### config.mk
export PLATFORM = sky130hd
export DESIGN_NAME = hoist_guard
export DESIGN_NICKNAME = d
export VERILOG_FILES = /design/src/rtl/hoist_guard_pkg.sv /design/src/rtl/hoist_guard_overlap.sv /design/src/rtl/hoist_guard_entry.sv /design/src/rtl/hoist_guard_victim.sv /design/src/rtl/hoist_guard.sv
export SDC_FILE = /design/constraint.sdc
export NUM_CORES = 2
export LEC_CHECK = 0
export ABC_AREA = 1
export CAP_MARGIN = 0
export CORE_MARGIN = 5
export CORE_UTILIZATION = 30
export CTS_BUF_LIST = sky130_fd_sc_hd__clkbuf_4 sky130_fd_sc_hd__clkbuf_8
export CTS_CLUSTER_DIAMETER = 30
export DETAILED_ROUTE_END_ITERATION = 8
export GPL_ROUTABILITY_DRIVEN = 0
export MAX_ROUTING_LAYER = met4
export PLACE_DENSITY = 0.48
export SKIP_LAST_GASP = 1
export SLEW_MARGIN = 20
export SYNTH_ARGS = -nofsm -noshare
export SYNTH_HDL_FRONTEND = slang
export SYNTH_SLANG_ARGS = --single-unit
### constraint.sdc
create_clock -name clk -period 5.84 [get_ports clk]
set_clock_uncertainty 0.2 [all_clocks]
set_input_delay 1.168 -clock clk [delete_from_list [all_inputs] [get_ports clk]]
set_output_delay 1.168 -clock clk [all_outputs]
set_load 0.02 [all_outputs]
### src/rtl/hoist_guard_pkg.sv
// Shared definitions for the hoisted-load conflict table.
// Assumes byte addressing and power-of-two access sizes up to 8 bytes.
package hoist_guard_pkg;

    localparam int SIZE_W = 2;

    typedef enum logic [SIZE_W-1:0] {
        ACC_1B = 2'd0,
        ACC_2B = 2'd1,
        ACC_4B = 2'd2,
        ACC_8B = 2'd3
    } acc_size_e;

    // Byte count of an access from its size code.
    function automatic logic [3:0] size_bytes(input logic [SIZE_W-1:0] code);
        return 4'd1 << code;
    endfunction

endpackage

### src/rtl/hoist_guard_overlap.sv
// Byte-range overlap comparator.
// Says whether two accesses share at least one byte. The sums are taken one
// bit wider than the address so a range ending at the top of memory does
// not wrap around.
module hoist_guard_overlap
    import hoist_guard_pkg::*;
#(
    parameter int ADDR_W = 32
) (
    input  logic [ADDR_W-1:0] a_addr,
    input  logic [SIZE_W-1:0] a_size,
    input  logic [ADDR_W-1:0] b_addr,
    input  logic [SIZE_W-1:0] b_size,
    output logic              hit
);

    localparam int EXT_W = ADDR_W + 1;

    logic [EXT_W-1:0] a_lo, a_end, b_lo, b_end;

    // Half-open ranges [lo, end) compared for intersection.
    always_comb begin
        a_lo  = {1'b0, a_addr};
        b_lo  = {1'b0, b_addr};
        a_end = a_lo + EXT_W'(size_bytes(a_size));
        b_end = b_lo + EXT_W'(size_bytes(b_size));
        hit   = (a_lo < b_end) && (b_lo < a_end);
    end

endmodule

### src/rtl/hoist_guard_entry.sv
// One record of the conflict table.
// Holds the range and tag of one early load plus its spoiled mark. Writing a
// new load takes priority over release and over store marking in the same
// cycle; a store therefore never marks a record that is being written.
module hoist_guard_entry
    import hoist_guard_pkg::*;
#(
    parameter int ADDR_W = 32,
    parameter int TAG_W  = 7
) (
    input  logic              clk,
    input  logic              rst_n,
    input  logic              wr_en,
    input  logic [ADDR_W-1:0] wr_addr,
    input  logic [SIZE_W-1:0] wr_size,
    input  logic [TAG_W-1:0]  wr_tag,
    input  logic              free_en,
    input  logic              st_valid,
    input  logic [ADDR_W-1:0] st_addr,
    input  logic [SIZE_W-1:0] st_size,
    input  logic [TAG_W-1:0]  chk_tag,
    output logic              valid,
    output logic              spoiled,
    output logic              ld_tag_hit,
    output logic              chk_tag_hit,
    output logic              st_hit
);

    logic [ADDR_W-1:0] addr_q;
    logic [SIZE_W-1:0] size_q;
    logic [TAG_W-1:0]  tag_q;
    logic              range_hit;

    hoist_guard_overlap #(.ADDR_W(ADDR_W)) u_cmp (
        .a_addr (addr_q),
        .a_size (size_q),
        .b_addr (st_addr),
        .b_size (st_size),
        .hit    (range_hit)
    );

    // Tag and store matches against the current contents.
    always_comb begin
        ld_tag_hit  = valid && (tag_q == wr_tag);
        chk_tag_hit = valid && (tag_q == chk_tag);
        st_hit      = valid && st_valid && range_hit;
    end

    // Record contents: written by a load, released by a check, marked by a store.
    always_ff @(posedge clk) begin
        if (!rst_n) begin
            valid   <= 1'b0;
            spoiled <= 1'b0;
            addr_q  <= '0;
            size_q  <= '0;
            tag_q   <= '0;
        end else if (wr_en) begin
            valid   <= 1'b1;
            spoiled <= 1'b0;
            addr_q  <= wr_addr;
            size_q  <= wr_size;
            tag_q   <= wr_tag;
        end else if (free_en) begin
            valid   <= 1'b0;
            spoiled <= 1'b0;
        end else if (st_hit) begin
            spoiled <= 1'b1;
        end
    end

endmodule

### src/rtl/hoist_guard_victim.sv
// Record selection for an incoming early load.
// Picks the record already holding the tag, else the lowest free record,
// else the record under a rotating pointer. The pointer moves only when an
// eviction actually happens. Uses the table state from before this cycle.
module hoist_guard_victim #(
    parameter int ENTRIES = 8,
    localparam int IDX_W  = (ENTRIES > 1) ? $clog2(ENTRIES) : 1
) (
    input  logic               clk,
    input  logic               rst_n,
    input  logic               ld_valid,
    input  logic [ENTRIES-1:0] valid_vec,
    input  logic [ENTRIES-1:0] tag_hit_vec,
    output logic [IDX_W-1:0]   slot
);

    localparam logic [IDX_W-1:0] LAST = IDX_W'(ENTRIES - 1);

    logic [IDX_W-1:0] rr_ptr;
    logic [IDX_W-1:0] tag_idx, free_idx;
    logic             any_tag, any_free;

    // Priority search over tag matches and free records (lowest index wins).
    always_comb begin
        tag_idx  = '0;
        free_idx = '0;
        any_tag  = |tag_hit_vec;
        any_free = ~&valid_vec;
        for (int i = ENTRIES - 1; i >= 0; i--) begin
            if (tag_hit_vec[i]) tag_idx = IDX_W'(i);
            if (!valid_vec[i])  free_idx = IDX_W'(i);
        end
        if (any_tag)       slot = tag_idx;
        else if (any_free) slot = free_idx;
        else               slot = rr_ptr;
    end

    // Rotating eviction pointer, advanced on each eviction.
    always_ff @(posedge clk) begin
        if (!rst_n) begin
            rr_ptr <= '0;
        end else if (ld_valid && !any_tag && !any_free) begin
            rr_ptr <= (rr_ptr == LAST) ? '0 : rr_ptr + 1'b1;
        end
    end

endmodule

### src/rtl/hoist_guard.sv
// Hoisted-load conflict table, top level.
// Early loads record their byte range under a register tag, stores spoil
// every overlapping record, and a check answers one cycle later whether the
// load must be executed again. Assumes at most one load, one store and one
// check per cycle. Within a cycle: the store and the check see the contents
// before the load is written; a store in the same cycle as a check counts.
module hoist_guard
    import hoist_guard_pkg::*;
#(
    parameter int ENTRIES = 8,
    parameter int ADDR_W  = 32,
    parameter int TAG_W   = 7
) (
    input  logic              clk,
    input  logic              rst_n,
    input  logic              ld_valid,
    input  logic [ADDR_W-1:0] ld_addr,
    input  logic [SIZE_W-1:0] ld_size,
    input  logic [TAG_W-1:0]  ld_tag,
    input  logic              st_valid,
    input  logic [ADDR_W-1:0] st_addr,
    input  logic [SIZE_W-1:0] st_size,
    input  logic              chk_valid,
    input  logic [TAG_W-1:0]  chk_tag,
    output logic              resp_valid,
    output logic              resp_replay
);

    localparam int IDX_W = (ENTRIES > 1) ? $clog2(ENTRIES) : 1;

    logic [ENTRIES-1:0] valid_vec, spoiled_vec, ld_hit_vec, chk_hit_vec, st_hit_vec;
    logic [ENTRIES-1:0] wr_vec, free_vec;
    logic [IDX_W-1:0]   slot;
    logic               lookup_found, lookup_bad;

    hoist_guard_victim #(.ENTRIES(ENTRIES)) u_victim (
        .clk         (clk),
        .rst_n       (rst_n),
        .ld_valid    (ld_valid),
        .valid_vec   (valid_vec),
        .tag_hit_vec (ld_hit_vec),
        .slot        (slot)
    );

    for (genvar g = 0; g < ENTRIES; g++) begin : g_rec
        // Write and release strobes for this record.
        assign wr_vec[g]   = ld_valid && (slot == IDX_W'(g));
        assign free_vec[g] = chk_valid && chk_hit_vec[g];

        hoist_guard_entry #(.ADDR_W(ADDR_W), .TAG_W(TAG_W)) u_rec (
            .clk         (clk),
            .rst_n       (rst_n),
            .wr_en       (wr_vec[g]),
            .wr_addr     (ld_addr),
            .wr_size     (ld_size),
            .wr_tag      (ld_tag),
            .free_en     (free_vec[g]),
            .st_valid    (st_valid),
            .st_addr     (st_addr),
            .st_size     (st_size),
            .chk_tag     (chk_tag),
            .valid       (valid_vec[g]),
            .spoiled     (spoiled_vec[g]),
            .ld_tag_hit  (ld_hit_vec[g]),
            .chk_tag_hit (chk_hit_vec[g]),
            .st_hit      (st_hit_vec[g])
        );
    end

    // Lookup result: record present, and whether it is or is now being spoiled.
    always_comb begin
        lookup_found = |chk_hit_vec;
        lookup_bad   = |(chk_hit_vec & (spoiled_vec | st_hit_vec));
    end

    // Registered check answer, one cycle after the request.
    always_ff @(posedge clk) begin
        if (!rst_n) begin
            resp_valid  <= 1'b0;
            resp_replay <= 1'b0;
        end else begin
            resp_valid  <= chk_valid;
            resp_replay <= chk_valid && (!lookup_found || lookup_bad);
        end
    end

endmodule

==> results.tsv <==
metric	value	unit
power_frac_clock	52.0	%
syn_inst	5546	
clkSlewWorstSetupHoldPaths	0.04	ns
port_buffers	88	
path_buf_inv	3	
wl_met3	7.01	mm
synth_top_family_by_area	simple AND/OR/NAND/NOR gates	
grt_use_total	22.5	%
hold_buffers	0	
drt_wl_total	137	mm
grt_pass1_vias	34700	
muxShareOfSynthArea	0	%
synthSimpleGateAreaFrac	35.5	%
criticalPathCategory	primary input to flop	
swShare	31.6	%
dieArea	123000	um2
cpLargestDelayFamily	simple AND/OR/NAND/NOR gates	
synthAdderAreaFrac	19.7	%
max_freq	190	MHz
start_kind	primary input	
peakVddDrop	0.000193	V
drt-wirelength-per-cell	18.6	um
syn_area	34800	um2
first_pass_iters	6	
cts_buffers	132	
clkSinkCount	349	
layout.cells.non_filler	7353	
synth_compound_area_share	6.98	%
syn2layout_area_growth	17.2	%
stdcell_area	40800	um2
route.met2.wl	62.4	mm
final.min_clock_period	5.25	ns
start_util	30.1	%
antenna_found_initial	5	
async_flop_share	0	%
drive_above_1_share	6.51	%
clkLatencyLatePin	0.80	ns
vias_per_cell	4.85	
slew_headroom	27.9	%
cts_root_buf	clkbuf_8	
drc	0	
cts_tree	built	
worst_setup_path_end_kind	flop	
timing.setup.tns	0	ns
fin_nets	6352	
dieWidth	351	um
grt_max_degree	131	
rsz0062_at_grt	false	
final_common_cell	nand2_1	
num_rows	125	
hp-class	flop to flop	
fill_cells	12800	
hold_ws	0.254	ns
setup_slack	0.589	ns
pwr-share-comb	18.3	%
post-place-ws	-0.189	ns
synth_nets	6176	
dp_cells	7112	
ys.flop_type	dfxtp_1	
cap_violations	0	
postSynthAreaPerCell	6.28	um2
yosys_warnings	0	
finalCoreUtilization	35.3	%
power_density	211	nW/um2
ant_nets	0	
max_stage_delay	0.85	ns
die_y	351	um
ctsResizeCount	0	
cp.depth	29	
dpl_cell_area	38000	um2
grt_pass1_wl	205	mm
dp_hpwl	106	mm
synth-xor-area-share	6.99	%
cts.path.max_buffers	3	
hold_viol	0	
total_leakage_power	20.0	nW
ios	89	
p_seq_share	29.7	%
reg2reg_depth	28	
ys_seq_area_share	20.0	%
design.core.area	116000	um2
cp_common_cell	nand2_1	
worstPathMaxFanout	8	
grt_overflow	0	
drv_slew	0	
outcome	complete, no violations	
drt_iter0_drc	2452	
fin_crit_sh	89.9	%
setup_viol	0	
worst_pin_slew	1.08	ns
top_layer_used	met4	
total_power	8.64	mW
synth-seq-cells	349	
critPathSlowestCell	xor2_1	
yosys.cell_types.count	48	
wl_met1	62.1	mm
cell_internal_pwr	5.90	mW
mostFrequentLayoutCells	1545 x nand2_1, 829 x nor2_1, 781 x inv_1, 534 x ha_1, 349 x dfxtp_1	
vias	35700	
postCtsSetupRepairBufs	0	
min_path_cells	2	
arrival	5.77	ns
synth_edf_count	0	
p_sw	2.73	mW
worstPathRequired	6.36	ns
cts-htree-levels	4	
## state kept, by name, summed over array words and instances (netlist names)
signal	flops
g_rec.u_rec.addr_q	256
g_rec.u_rec.size_q	16
g_rec.u_rec.spoiled	8
g_rec.u_rec.tag_q	56
g_rec.u_rec.valid	8
resp_replay	1
resp_valid	1
u_victim.rr_ptr	3
## final timing paths
check | slack, ns | startpoint | endpoint
max | 0.59 | st_size[1] | resp_replay
max reg2reg | 1.13 | g_rec[1].u_rec.size_q[0] | resp_replay
min reg2reg | 0.25 | g_rec[0].u_rec.spoiled | g_rec[0].u_rec.spoiled
min | 0.25 | g_rec[0].u_rec.spoiled | g_rec[0].u_rec.spoiled
## Yosys cell counts, types with 5 or more instances
cell type	number	area [um2]
nand2_1	1545	5800
nor2_1	829	3110
inv_1	781	2930
ha_1	534	6680
dfxtp_1	349	6990
nand4_1	250	1560
a21oi_1	248	1240
xor2_1	248	2170
nand3_1	153	766
nor3_1	131	656
o21ai_0	101	505
buf_2	98	490
clkbuf_1	42	158
nor4_1	35	219
xnor2_1	30	263
o22ai_1	25	156
a21o_1	17	128
buf_1	15	56.3
o21a_1	14	105
buf_4	11	82.6
fa_1	9	180
o21bai_1	9	67.6
a41oi_1	5	43.8
inv_2	5	18.8
or2_2	5	31.3
## layout make-up
cell class / instances / area (um2) / share of cell area [%]
repair buffers: 209 / 1990 / 4.88
clock buffers: 203 / 2610 / 6.38
flip-flops and latches: 349 / 6990 / 17.1
well taps: 1524 / 1910 / 4.67
multi-input cells: 4243 / 24100 / 59.1
inverters: 787 / 2960 / 7.24
diodes: 6 / 15.0 / 0.0368
clock inverters: 32 / 245 / 0.600
## power by group through the flow
stage	clock (mW)	combinational, mW	sequential, mW
3_3_place_gp	0	1.55	2.61
5_1_grt	4.75	1.79	2.57
2_1_floorplan	0	0.979	2.56
6_report	4.49	1.58	2.56
3_5_place_dp	0	1.57	2.60
4_1_cts	4.61	1.58	2.56
## routing by layer
layer | global-route usage [%] | up-vias
li1 | - | 18200
met1 | 28.5 | 16300
met2 | 36.4 | 900
met3 | 3.29 | 272
met4 | 8.56 | 0
met5 | - | -
## cell families after synthesis
group | after synthesis
simple gates | 2980
buf+inv | 954
fa+ha+maj | 543
compound gates | 442
flops | 349
xor+xnor | 278
## worst register-to-register path, delay by kind of cell (launching register included)
kind	cells	cell delay, ns
xor+xnor	1	0.13
simple gates	19	2.76
buf+inv	3	0.26
compound gates	3	0.38
fa+ha+maj	2	0.49
flops	1	0.36
(Power assumes the default switching activity.)
